## config.mk

```make
export PLATFORM = sky130hd
export DESIGN_NAME = i2c_hang_recovery
export DESIGN_NICKNAME = d
export VERILOG_FILES = /design/src/rtl/i2c_recov_pkg.sv /design/src/rtl/i2c_recov_sync.sv /design/src/rtl/i2c_recov_timer.sv /design/src/rtl/i2c_recov_seq.sv /design/src/rtl/i2c_hang_recovery.sv
export SDC_FILE = /design/constraint.sdc
export NUM_CORES = 1
export LEC_CHECK = 0
export ABC_AREA = 1
export ABC_CLOCK_PERIOD_IN_PS = 4700
export CORE_ASPECT_RATIO = 1.4
export CORE_MARGIN = 1
export CORE_UTILIZATION = 45
export DETAILED_ROUTE_END_ITERATION = 8
export SYNTH_ARGS = -nofsm -noshare
export SYNTH_HDL_FRONTEND = slang
export SYNTH_SLANG_ARGS = --single-unit
```

## constraint.sdc

```tcl
create_clock -name clk -period 4.7 [get_ports clk]
set_input_delay 1.41 -clock clk [delete_from_list [all_inputs] [get_ports clk]]
set_output_delay 1.41 -clock clk [all_outputs]
set_load 0.02 [all_outputs]
```

## src/rtl/i2c_recov_pkg.sv

```systemverilog
package i2c_recov_pkg;

  typedef enum logic [3:0] {
    ST_IDLE,
    ST_CHECK,
    ST_PULSE_LO,
    ST_PULSE_HI,
    ST_STOP_A,
    ST_STOP_B,
    ST_STOP_C,
    ST_STOP_D,
    ST_RESET,
    ST_SETTLE,
    ST_DONE
  } recov_state_e;

  function automatic int max3(input int a, input int b, input int c);
    int m;
    m = (a > b) ? a : b;
    return (m > c) ? m : c;
  endfunction

endpackage

```

## src/rtl/i2c_recov_sync.sv

```systemverilog
module i2c_recov_sync #(
  parameter int STAGES = 2
) (
  input  logic clk,
  input  logic rst_n,
  input  logic d_i,
  output logic q_o
);
  logic [STAGES-1:0] chain_q;

  // Reset to 1: a released bus reads high.
  always_ff @(posedge clk or negedge rst_n) begin
    if (!rst_n) chain_q <= '1;
    else        chain_q <= {chain_q[STAGES-2:0], d_i};
  end

  assign q_o = chain_q[STAGES-1];
endmodule

```

## src/rtl/i2c_recov_timer.sv

```systemverilog
module i2c_recov_timer #(
  parameter int W = 8
) (
  input  logic         clk,
  input  logic         rst_n,
  input  logic         load_i,
  input  logic [W-1:0] load_val_i,
  output logic         zero_o
);
  logic [W-1:0] cnt_q;

  always_ff @(posedge clk or negedge rst_n) begin
    if (!rst_n)           cnt_q <= '0;
    else if (load_i)      cnt_q <= load_val_i;
    else if (cnt_q != '0) cnt_q <= cnt_q - 1'b1;
  end

  assign zero_o = (cnt_q == '0);
endmodule

```

## src/rtl/i2c_recov_seq.sv

```systemverilog
module i2c_recov_seq
  import i2c_recov_pkg::*;
#(
  parameter int MAX_PULSES  = 9,
  parameter int LONG_PHASE  = 5000,
  parameter int SHORT_PHASE = 1000,
  parameter int SETTLE      = 10000,
  parameter int CNT_W       = 4,
  parameter int TMR_W       = 14
) (
  input  logic             clk,
  input  logic             rst_n,
  input  logic             start_i,
  input  logic             sda_sync_i,
  input  logic             tmr_zero_i,
  output logic             tmr_load_o,
  output logic [TMR_W-1:0] tmr_val_o,
  output logic             busy_o,
  output logic             done_o,
  output logic [CNT_W-1:0] pulse_count_o,
  output logic             scl_oe_o,
  output logic             sda_oe_o,
  output logic             ctrl_rst_o
);
  localparam logic [TMR_W-1:0] LONG_LD   = TMR_W'(LONG_PHASE - 1);
  localparam logic [TMR_W-1:0] SHORT_LD  = TMR_W'(SHORT_PHASE - 1);
  localparam logic [TMR_W-1:0] SETTLE_LD = TMR_W'(SETTLE - 1);
  localparam logic [CNT_W-1:0] CNT_MAX   = CNT_W'(MAX_PULSES);

  recov_state_e state_q, state_d;
  logic [CNT_W-1:0] cnt_q, cnt_d;

  always_comb begin
    state_d    = state_q;
    cnt_d      = cnt_q;
    tmr_load_o = 1'b0;
    tmr_val_o  = SHORT_LD;
    unique case (state_q)
      ST_IDLE: if (start_i) begin
        state_d = ST_CHECK;
        cnt_d   = '0;
      end
      ST_CHECK: begin
        tmr_load_o = 1'b1;
        if (sda_sync_i || cnt_q == CNT_MAX) begin
          state_d   = ST_STOP_A;
          tmr_val_o = SHORT_LD;
        end else begin
          state_d   = ST_PULSE_LO;
          tmr_val_o = LONG_LD;
          cnt_d     = cnt_q + 1'b1;
        end
      end
      ST_PULSE_LO: if (tmr_zero_i) begin
        state_d    = ST_PULSE_HI;
        tmr_load_o = 1'b1;
        tmr_val_o  = LONG_LD;
      end
      ST_PULSE_HI: if (tmr_zero_i) state_d = ST_CHECK;
      ST_STOP_A: if (tmr_zero_i) begin
        state_d    = ST_STOP_B;
        tmr_load_o = 1'b1;
      end
      ST_STOP_B: if (tmr_zero_i) begin
        state_d    = ST_STOP_C;
        tmr_load_o = 1'b1;
      end
      ST_STOP_C: if (tmr_zero_i) begin
        state_d    = ST_STOP_D;
        tmr_load_o = 1'b1;
      end
      ST_STOP_D: if (tmr_zero_i) state_d = ST_RESET;
      ST_RESET: begin
        state_d    = ST_SETTLE;
        tmr_load_o = 1'b1;
        tmr_val_o  = SETTLE_LD;
      end
      ST_SETTLE: if (tmr_zero_i) state_d = ST_DONE;
      ST_DONE:   state_d = ST_IDLE;
      default:   state_d = ST_IDLE;
    endcase
  end

  always_ff @(posedge clk or negedge rst_n) begin
    if (!rst_n) begin
      state_q <= ST_IDLE;
      cnt_q   <= '0;
    end else begin
      state_q <= state_d;
      cnt_q   <= cnt_d;
    end
  end

  assign busy_o        = (state_q != ST_IDLE);
  assign done_o        = (state_q == ST_DONE);
  assign ctrl_rst_o    = (state_q == ST_RESET);
  assign scl_oe_o      = (state_q == ST_PULSE_LO) || (state_q == ST_STOP_A) ||
                         (state_q == ST_STOP_B);
  assign sda_oe_o      = (state_q == ST_STOP_B) || (state_q == ST_STOP_C);
  assign pulse_count_o = cnt_q;

  // lines untouched when not busy
  p_idle_quiet_r1: assert property (@(posedge clk) disable iff (!rst_n)
    !busy_o |-> (!scl_oe_o && !sda_oe_o));
  // start from idle raises busy
  p_start_busy_r2: assert property (@(posedge clk) disable iff (!rst_n)
    (start_i && !busy_o) |=> busy_o);
  // count never exceeds budget
  p_count_bound_r4: assert property (@(posedge clk) disable iff (!rst_n)
    pulse_count_o <= CNT_MAX);
  // SDA pulled low only while SCL is pulled low
  p_sda_fall_order_r6: assert property (@(posedge clk) disable iff (!rst_n)
    $rose(sda_oe_o) |-> scl_oe_o);
  // SDA released only while SCL is released
  p_sda_rise_order_r6: assert property (@(posedge clk) disable iff (!rst_n)
    $fell(sda_oe_o) |-> !scl_oe_o);
  // reset request lasts one cycle
  p_rst_single_r7: assert property (@(posedge clk) disable iff (!rst_n)
    ctrl_rst_o |=> !ctrl_rst_o);
  // done is a single-cycle pulse followed by idle
  p_done_single_r10: assert property (@(posedge clk) disable iff (!rst_n)
    done_o |=> (!done_o && !busy_o));
endmodule

```

## src/rtl/i2c_hang_recovery.sv

```systemverilog
module i2c_hang_recovery
  import i2c_recov_pkg::*;
#(
  parameter int MAX_PULSES  = 9,
  parameter int LONG_PHASE  = 5000,
  parameter int SHORT_PHASE = 1000,
  parameter int SETTLE      = 10000,
  parameter int SYNC_STAGES = 2,
  localparam int CNT_W      = $clog2(MAX_PULSES + 1),
  localparam int TMR_W      = $clog2(max3(LONG_PHASE, SHORT_PHASE, SETTLE) + 1)
) (
  input  logic             clk,
  input  logic             rst_n,
  input  logic             start_i,
  input  logic             sda_i,
  output logic             busy_o,
  output logic             done_o,
  output logic [CNT_W-1:0] pulse_count_o,
  output logic             scl_oe_o,
  output logic             sda_oe_o,
  output logic             ctrl_rst_o
);
  logic             sda_sync;
  logic             tmr_load;
  logic [TMR_W-1:0] tmr_val;
  logic             tmr_zero;

  i2c_recov_sync #(.STAGES(SYNC_STAGES)) u_sync (
    .clk   (clk),
    .rst_n (rst_n),
    .d_i   (sda_i),
    .q_o   (sda_sync)
  );

  i2c_recov_timer #(.W(TMR_W)) u_timer (
    .clk        (clk),
    .rst_n      (rst_n),
    .load_i     (tmr_load),
    .load_val_i (tmr_val),
    .zero_o     (tmr_zero)
  );

  i2c_recov_seq #(
    .MAX_PULSES  (MAX_PULSES),
    .LONG_PHASE  (LONG_PHASE),
    .SHORT_PHASE (SHORT_PHASE),
    .SETTLE      (SETTLE),
    .CNT_W       (CNT_W),
    .TMR_W       (TMR_W)
  ) u_seq (
    .clk           (clk),
    .rst_n         (rst_n),
    .start_i       (start_i),
    .sda_sync_i    (sda_sync),
    .tmr_zero_i    (tmr_zero),
    .tmr_load_o    (tmr_load),
    .tmr_val_o     (tmr_val),
    .busy_o        (busy_o),
    .done_o        (done_o),
    .pulse_count_o (pulse_count_o),
    .scl_oe_o      (scl_oe_o),
    .sda_oe_o      (sda_oe_o),
    .ctrl_rst_o    (ctrl_rst_o)
  );
endmodule

```

==> metrics.md, run 1 <==
| Metric | Value |
|---|---|
| Cell type with the largest total area after synthesis | dfrtp_1 |
| CTS tree | yes |
| Most common cell in the netlist | nand2_1 |
| Max clock buf depth | 2 |
| DRC | 0 |
| Syn-to-layout area delta | 15.6% |
| Worst-path cell with the longest stage delay | clkdlybuf4s50_1 |
| Clk sink count | 24 |
| Most used DFF post-synth | dfrtp_1 |
| Largest net degree at the start of global routing | 25 |
| Yosys top cell area share | 0.362 |
| Finish-stage setup viols | 0 |
| Relative slew slack | 0.264 |
| Switching Share | 0.188 |
| Syn Inst Count | 197 |
| Clock slew at reported path FFs | approximately 0.090 ns |
| Status | finished clean |
| Number of diodes | 0 |
| PD cells | 229 nW/um^2 |
| Die W | a little over 50 um |
| Die ar. | around 3600 um^2 |
| Clk_lat worst skew | between 0.2 and 0.3 ns |
| Worst hold slack | around 0.36 ns |
| Antenna violations before repair | 0 |
| CTS Root Cell | clkbuf_8 |
| Worst-path cell chain | nor2_1, nand2_1, nor2_1, inv_1, clkdlybuf4s50_1 |
| Pre-Repair DR Iteration Count | 4 |
| Crit end category | primary output |
| Type of the most critical hold path | reg2reg |
| Flip-flop and latch area | between 600 and 700 um^2 |
| PortBufs | 12 |
| Crit-path max FO | 7 |
| Worst Setup Path Type | reg2out |
| Top Ports | 13 |
| Post_cts resized | 0 |
| Via count | ~1,300 |
| Clk_skew | 0.00881 ns |
| Number of flops mapped to enable cells by yosys | 0 |
| Cell variety after synth | 32 |
| WP data required | approximately 3.3 ns |
| GRT Total Usage | 0.199 |
| Core region area | 3150 um^2 |
| Synth Cell Area | approximately 1500 um^2 |
| Pleak | just under 0.9 nW |
| Post-CTS setup buffer count | 0 |
| WP data arrival | approximately 1.9 ns |
| DR iter-0 viols | 22 |
| Most used cell, CP | nor2_1 |
| Worst vdd ir | approximately 0.13 mV |
| Share of layout cells above drive strength 1 | 0.178 |
| First-pass GRT wire length | approximately 5.4 mm |
| Fillers | between 300 and 400 |
| Final Cell Area | between 1500 and 2000 um^2 |
| Startpoint types | register |
| Async S/R FF share, synth | 1.00 |
| Final Critical Period | 3.28 ns |
| Worst slew pin tran | 1.10 ns |
| Die Ht | about 71 um |
| Final net count | 221 |
| Vias in the first global route | ~1,200 |
| Power share of the combinational group | 0.026 |
| CTS buffer count | 3 |
| Starting Density | 0.482 |
| Hold-fix buffers, CTS | 0 |
| Post-DR wirelength/cell | roughly 13 um |
| Placed cell area | around 1700 um^2 |
| # rows | 24 |
| CP max stage delay | 0.54 ns |
| Drt total wl | 3.18 mm |
| CTS H-tree depth | 1 |
| Max-slew violations | 0 |
| Global route overflow | 0 |
| Synth warn | 0 |
| RSZ-0062 raised after global routing | false |
| Multi-input gate area | a little over 800 um^2 |
| Total Power | ~0.40 mW |
| Clock power frac | 0.454 |
| Yosys reg bits | 24 |
| Critical path buffers and inverters | 2 |
| Final Hold Viols | 0 |
| Syn avg cell area | 7.71 um^2 |
| Part of the power in registers | 0.520 |
| Sw Pwr | between 0.07 and 0.08 mW |
| Achievable Freq | slightly above 300 MHz |
| Syn nets | approximately 200 |
| Via density | ~5.1 |
| Top cells by count, synth | nand2_1 (42), nor2_1 (30), dfrtp_1 (22) |
| Antenna-violating nets left | 0 |
| Internal power | around 0.33 mW |
| Maximum Capacitance Violations | 0 |
| Cell family with most CP delay | buffers and inverters |
| Layout Utilization | 0.557 |
| DPL Wire Length | between 2 and 2.5 mm |
| Final period utilization | 0.697 |
| Post-synthesis sequential area ratio | 0.397 |
| Largest cells by area after synthesis | dfrtp_1 (36%), nand2_1 (10%), nor2_1 (7.4%) |
| TNS Setup | 0 ns |
| Gpl congestion | between 0.8 and 0.9 |
[sequential cells by signal, summed over array words and instances (netlist names)]
register,flops
u_sync.chain_q,2
u_timer.cnt_q,14
u_seq.state_q,4
u_seq.pulse_count_o,4
[final timing paths]
| path | cells after the start | to | slack, ns | startpoint |
|---|---|---|---|---|
| hold reg to reg | 0 | u_sync.chain_q[1]$_DFF_PN1_ | 0.36 | u_sync.chain_q[0]$_DFF_PN1_ |
| setup / recovery | 5 | busy_o | 1.42 | u_seq.state_q[1]$_DFFE_PN0P_ |
| min in group asynchronous | 1 | u_timer.cnt_q[4]$_DFFE_PN0P_ | 1.73 | rst_n |
| max in group asynchronous | 2 | u_sync.chain_q[0]$_DFF_PN1_ | 2.25 | rst_n |
| setup reg to reg | 9 | u_timer.cnt_q[5]$_DFFE_PN0P_ | 2.92 | u_timer.cnt_q[0]$_DFFE_PN0P_ |
| hold / removal | 0 | u_sync.chain_q[1]$_DFF_PN1_ | 0.36 | u_sync.chain_q[0]$_DFF_PN1_ |
[layout make-up]
cell class | count | area share
multi-input combinational | 147 | 0.460
sequential | 24 | 0.344
timing repair buffer | 13 | 0.0727
inverter | 25 | 0.0556
tap | 39 | 0.0278
clock buffer | 3 | 0.0235
clock inverter | 1 | 0.0171
[power groups by stage]
stage | sequential (mW) | clock (mW) | combinational, mW
global placement | 0.213 | 0 | 0.0107
finish | 0.209 | 0.182 | 0.0104
global route | 0.209 | 0.193 | 0.0119
CTS | 0.209 | 0.187 | 0.0109
floorplan | 0.213 | 0 | 0.00162
detailed placement | 0.213 | 0 | 0.0109
[cells in the final DEF (no fill, tap or decap), drive strengths merged]
master and count:
a21oi 8, buf 1, bufinv 1, clkbuf 3, clkdlybuf4s50 12, clkinv 1
dfrtp 22, dfstp 2, ha 3, inv 24, nand2 51, nand3 16
nand4 1, nor2 38, nor3 7, nor3b 1, o2111ai 1, o21ai 12
o21bai 1, o22ai 1, o31ai 1, xnor2 2, xor2 4
[metrics by stage]
| step | worst slack (ns) | instances |
|---|---|---|
| after floorplan | 2.19 | 197 |
| after global placement | 1.76 | 248 |
| after detailed placement | 1.74 | 248 |
| after CTS | 1.44 | 252 |
| after global routing | 1.33 | 252 |
| final | 1.42 | 252 |
[cells by family (layout without fill, tap and decap cells)]
logic type               after synthesis  count (layout)  synth area share
AO/OA/AOI/OAI                         24              24            0.0881
AND/OR/NAND/NOR                      114             114             0.384
buffers and inverters                 26              42            0.0717
XOR/XNOR                               6               6            0.0346
flip-flops                            24              24             0.397
adder cells (fa/ha/maj)                3               3            0.0247
[per-layer routing]
layer  vias to the layer above  track usage  share of wire
met2                        35        0.344           0.51
met4                         0       0.0895          0.020
met1                       588        0.239           0.44
met5                         -            0              0
met3                         6       0.0280          0.035
li1                        664            -              -
Note: power is estimated with default switching activity, not from simulation.
==> run 2: changes to the inputs <==
ABC_CLOCK_PERIOD_IN_PS = 3100   (was 4700)
clock period = 3.1 ns   (was 4.7 ns; I/O delays follow)
==> run 2 against run 1 <==
- routed wire length is 2.1% higher
- combinational power rose by 50%
- non-clock buffer count unchanged
- via count grew 1.4%
- core utilization unchanged
- register-to-register slack got worse by 1.6 ns
- clock power up 53%
- clock skew fell by 0.0025 ns
- critical endpoint is now sda_oe_o
==> metrics.md, run 2 (synthesized netlist as in run 1, its figures left out) <==
| Metric | Value |
|---|---|
| Worst-path cell chain | inv_1, nand2_1, o21bai_1, inv_1, clkdlybuf4s50_1 (was nor2_1, nand2_1, nor2_1, inv_1, clkdlybuf4s50_1) |
| Clk_lat worst skew | 0.27 ns (about the same) |
| Clock slew at reported path FFs | 0.09 ns (about the same) |
| Die ar. | 3620 um^2 (unchanged) |
| Worst-path cell with the longest stage delay | clkdlybuf4s50_1 (unchanged) |
| Gpl congestion | 0.845 (was 0.843) |
| DPL Wire Length | 2.51 mm (was 2.47 mm) |
| PD cells | 348 nW/um^2 (was 229 nW/um^2) |
| DRC | 0 (unchanged) |
| Post-DR wirelength/cell | 12.9 um (was 12.6 um) |
| Worst slew pin tran | 0.348 ns (was 1.10 ns) |
| Via density | 5.20 (was 5.13) |
| Final Hold Viols | 0 (unchanged) |
| Post-CTS setup buffer count | 0 (unchanged) |
| Startpoint types | register (unchanged) |
| Antenna violations before repair | 0 (unchanged) |
| Worst vdd ir | 0.242 mV (was 0.131 mV) |
| Vias in the first global route | 1,320 (was 1,229) |
| Via count | 1,311 (was 1,293) |
| Finish-stage setup viols | 0 (unchanged) |
| CTS buffer count | 3 (unchanged) |
| # rows | 24 (unchanged) |
| TNS Setup | 0 ns (unchanged) |
| Hold-fix buffers, CTS | 0 (unchanged) |
| WP data arrival | 1.85 ns (was 1.87 ns) |
| Max FFs per register | 14 (unchanged) |
| Syn-to-layout area delta | 15.6% (unchanged) |
| Largest net degree at the start of global routing | 25 (unchanged) |
| Share of layout cells above drive strength 1 | 0.178 (unchanged) |
| Pre-Repair DR Iteration Count | 5 (was 4) |
| Core region area | 3150 um^2 (unchanged) |
| CTS Root Cell | clkbuf_8 (unchanged) |
| Clk_skew | 0.00630 ns (was 0.00881 ns) |
| Most common cell after layout, fill and taps aside | nand2_1 (unchanged) |
| First-pass GRT wire length | 5.66 mm (was 5.41 mm) |
| Most frequent cells in the layout | nand2_1 (42), nor2_1 (30), dfrtp_1 (22), inv_1 (18) (unchanged) |
| PortBufs | 12 (unchanged) |
| Crit end category | primary output (unchanged) |
| Relative slew slack | 0.768 (was 0.264) |
| Antenna-violating nets left | 0 (unchanged) |
| Worst Setup Path Type | reg2out (unchanged) |
| RSZ-0062 raised after global routing | false (unchanged) |
| Number of diodes | 0 (unchanged) |
| Largest registers | u_timer.cnt_q x14, u_seq.pulse_count_o x4, u_seq.state_q x4 (unchanged) |
| Post_cts resized | 0 (unchanged) |
| Status | finished clean (unchanged) |
| Maximum Capacitance Violations | 0 (unchanged) |
| Drt total wl | 3.25 mm (was 3.18 mm) |
| Biggest register | u_timer.cnt_q (unchanged) |
| CP max stage delay | 0.61 ns (was 0.54 ns) |
| Type of the most critical hold path | reg2reg (unchanged) |
| Max clock buf depth | 2 (unchanged) |
| Starting Density | 0.482 (unchanged) |
| CTS H-tree depth | 1 (unchanged) |
| GRT Total Usage | 0.207 (was 0.199) |
| DP Worst Slack | 0.629 ns (was 1.74 ns) |
| Final net count | 221 (unchanged) |
| Most used cell, CP | inv_1 (was nor2_1) |
| Final period utilization | 0.895 |
| Max-slew violations | 0 (unchanged) |
| Die Ht | 70.7 um (unchanged) |
| Final worst slack | 0.324 ns (was 1.42 ns) |
| Top Ports | 13 (unchanged) |
| Achievable Freq | approximately 360 MHz |
| DR iter-0 viols | 17 (was 22) |
| Final Critical Period | between 2 and 3 ns |
| Die W | 51.1 um (unchanged) |
| Pleak | 0.871 nW (unchanged) |
| Crit-path max FO | 6 (was 7) |
| CTS tree | yes (unchanged) |
| Global route overflow | 0 (unchanged) |
| WP data required | 2.17 ns (was 3.29 ns) |
| Clk sink count | 24 (unchanged) |
## run 2: cell counts in the layout (fill, tap and decap cells not counted)
Identical to the previous run, type by type.
## run 2: layout make-up
cell class / count / area (um^2)
Clock buffer: 3 / 41.3
Clock inverter: 1 / 30.0
Fill cell: 319 / 1400
Inverter: 25 / 97.6
Multi-Input combinational cell: 147 / 807
Sequential cell: 24 / 603
Tap cell: 39 / 48.8
Timing Repair Buffer: 13 / 128
## run 2: worst paths after layout
check,start,endpoint,slack [ns],cells past startpoint
worst max-delay path,u_seq.state_q[3]$_DFFE_PN0P_,sda_oe_o,0.32,5
worst min-delay path,u_sync.chain_q[0]$_DFF_PN1_,u_sync.chain_q[1]$_DFF_PN1_,0.36,0
worst max register to register,u_timer.cnt_q[0]$_DFFE_PN0P_,u_timer.cnt_q[3]$_DFFE_PN0P_,1.28,9
worst min register to register,u_sync.chain_q[0]$_DFF_PN1_,u_sync.chain_q[1]$_DFF_PN1_,0.36,0
max in group asynchronous,rst_n,u_sync.chain_q[0]$_DFF_PN1_,1.80,2
min in group asynchronous,rst_n,u_timer.cnt_q[0]$_DFFE_PN0P_,1.01,2
## run 2: per-layer routing
metal	part of all wire	global-route usage	wire (um)
met4	0.018	0.0833	57
met3	0.025	0.0366	81
met2	0.53	0.387	1710
met5	0	0	0
met1	0.43	0.220	1400
## run 2: metrics by stage
stage	utilization	power [mW]	instance area (um^2)	std cells	hold slack, ns
2_1_floorplan	-	0.326	1520	197	0.345
3_3_place_gp	0.534	0.339	1680	248	0.347
4_1_cts	0.557	0.617	1760	252	0.364
3_5_place_dp	0.534	0.339	1680	248	0.350
5_1_grt	0.557	0.629	1760	252	0.367
6_report	0.557	0.610	1760	252	0.361
## run 2: worst max-delay path, delay by kind of cell (launching register included)
kind / cells / cell delay [ns]
buffers and inverters: 3 / 0.87
AO/OA/AOI/OAI: 1 / 0.16
AND/OR/NAND/NOR: 1 / 0.10
flip-flops: 1 / 0.45
## run 2: power by group
part | leakage [nW] | internal, mW | switching, mW
clock | 0.0357 | 0.173 | 0.105
combinational | 0.582 | 0.00615 | 0.00947
sequential | 0.254 | 0.316 | 0.00108
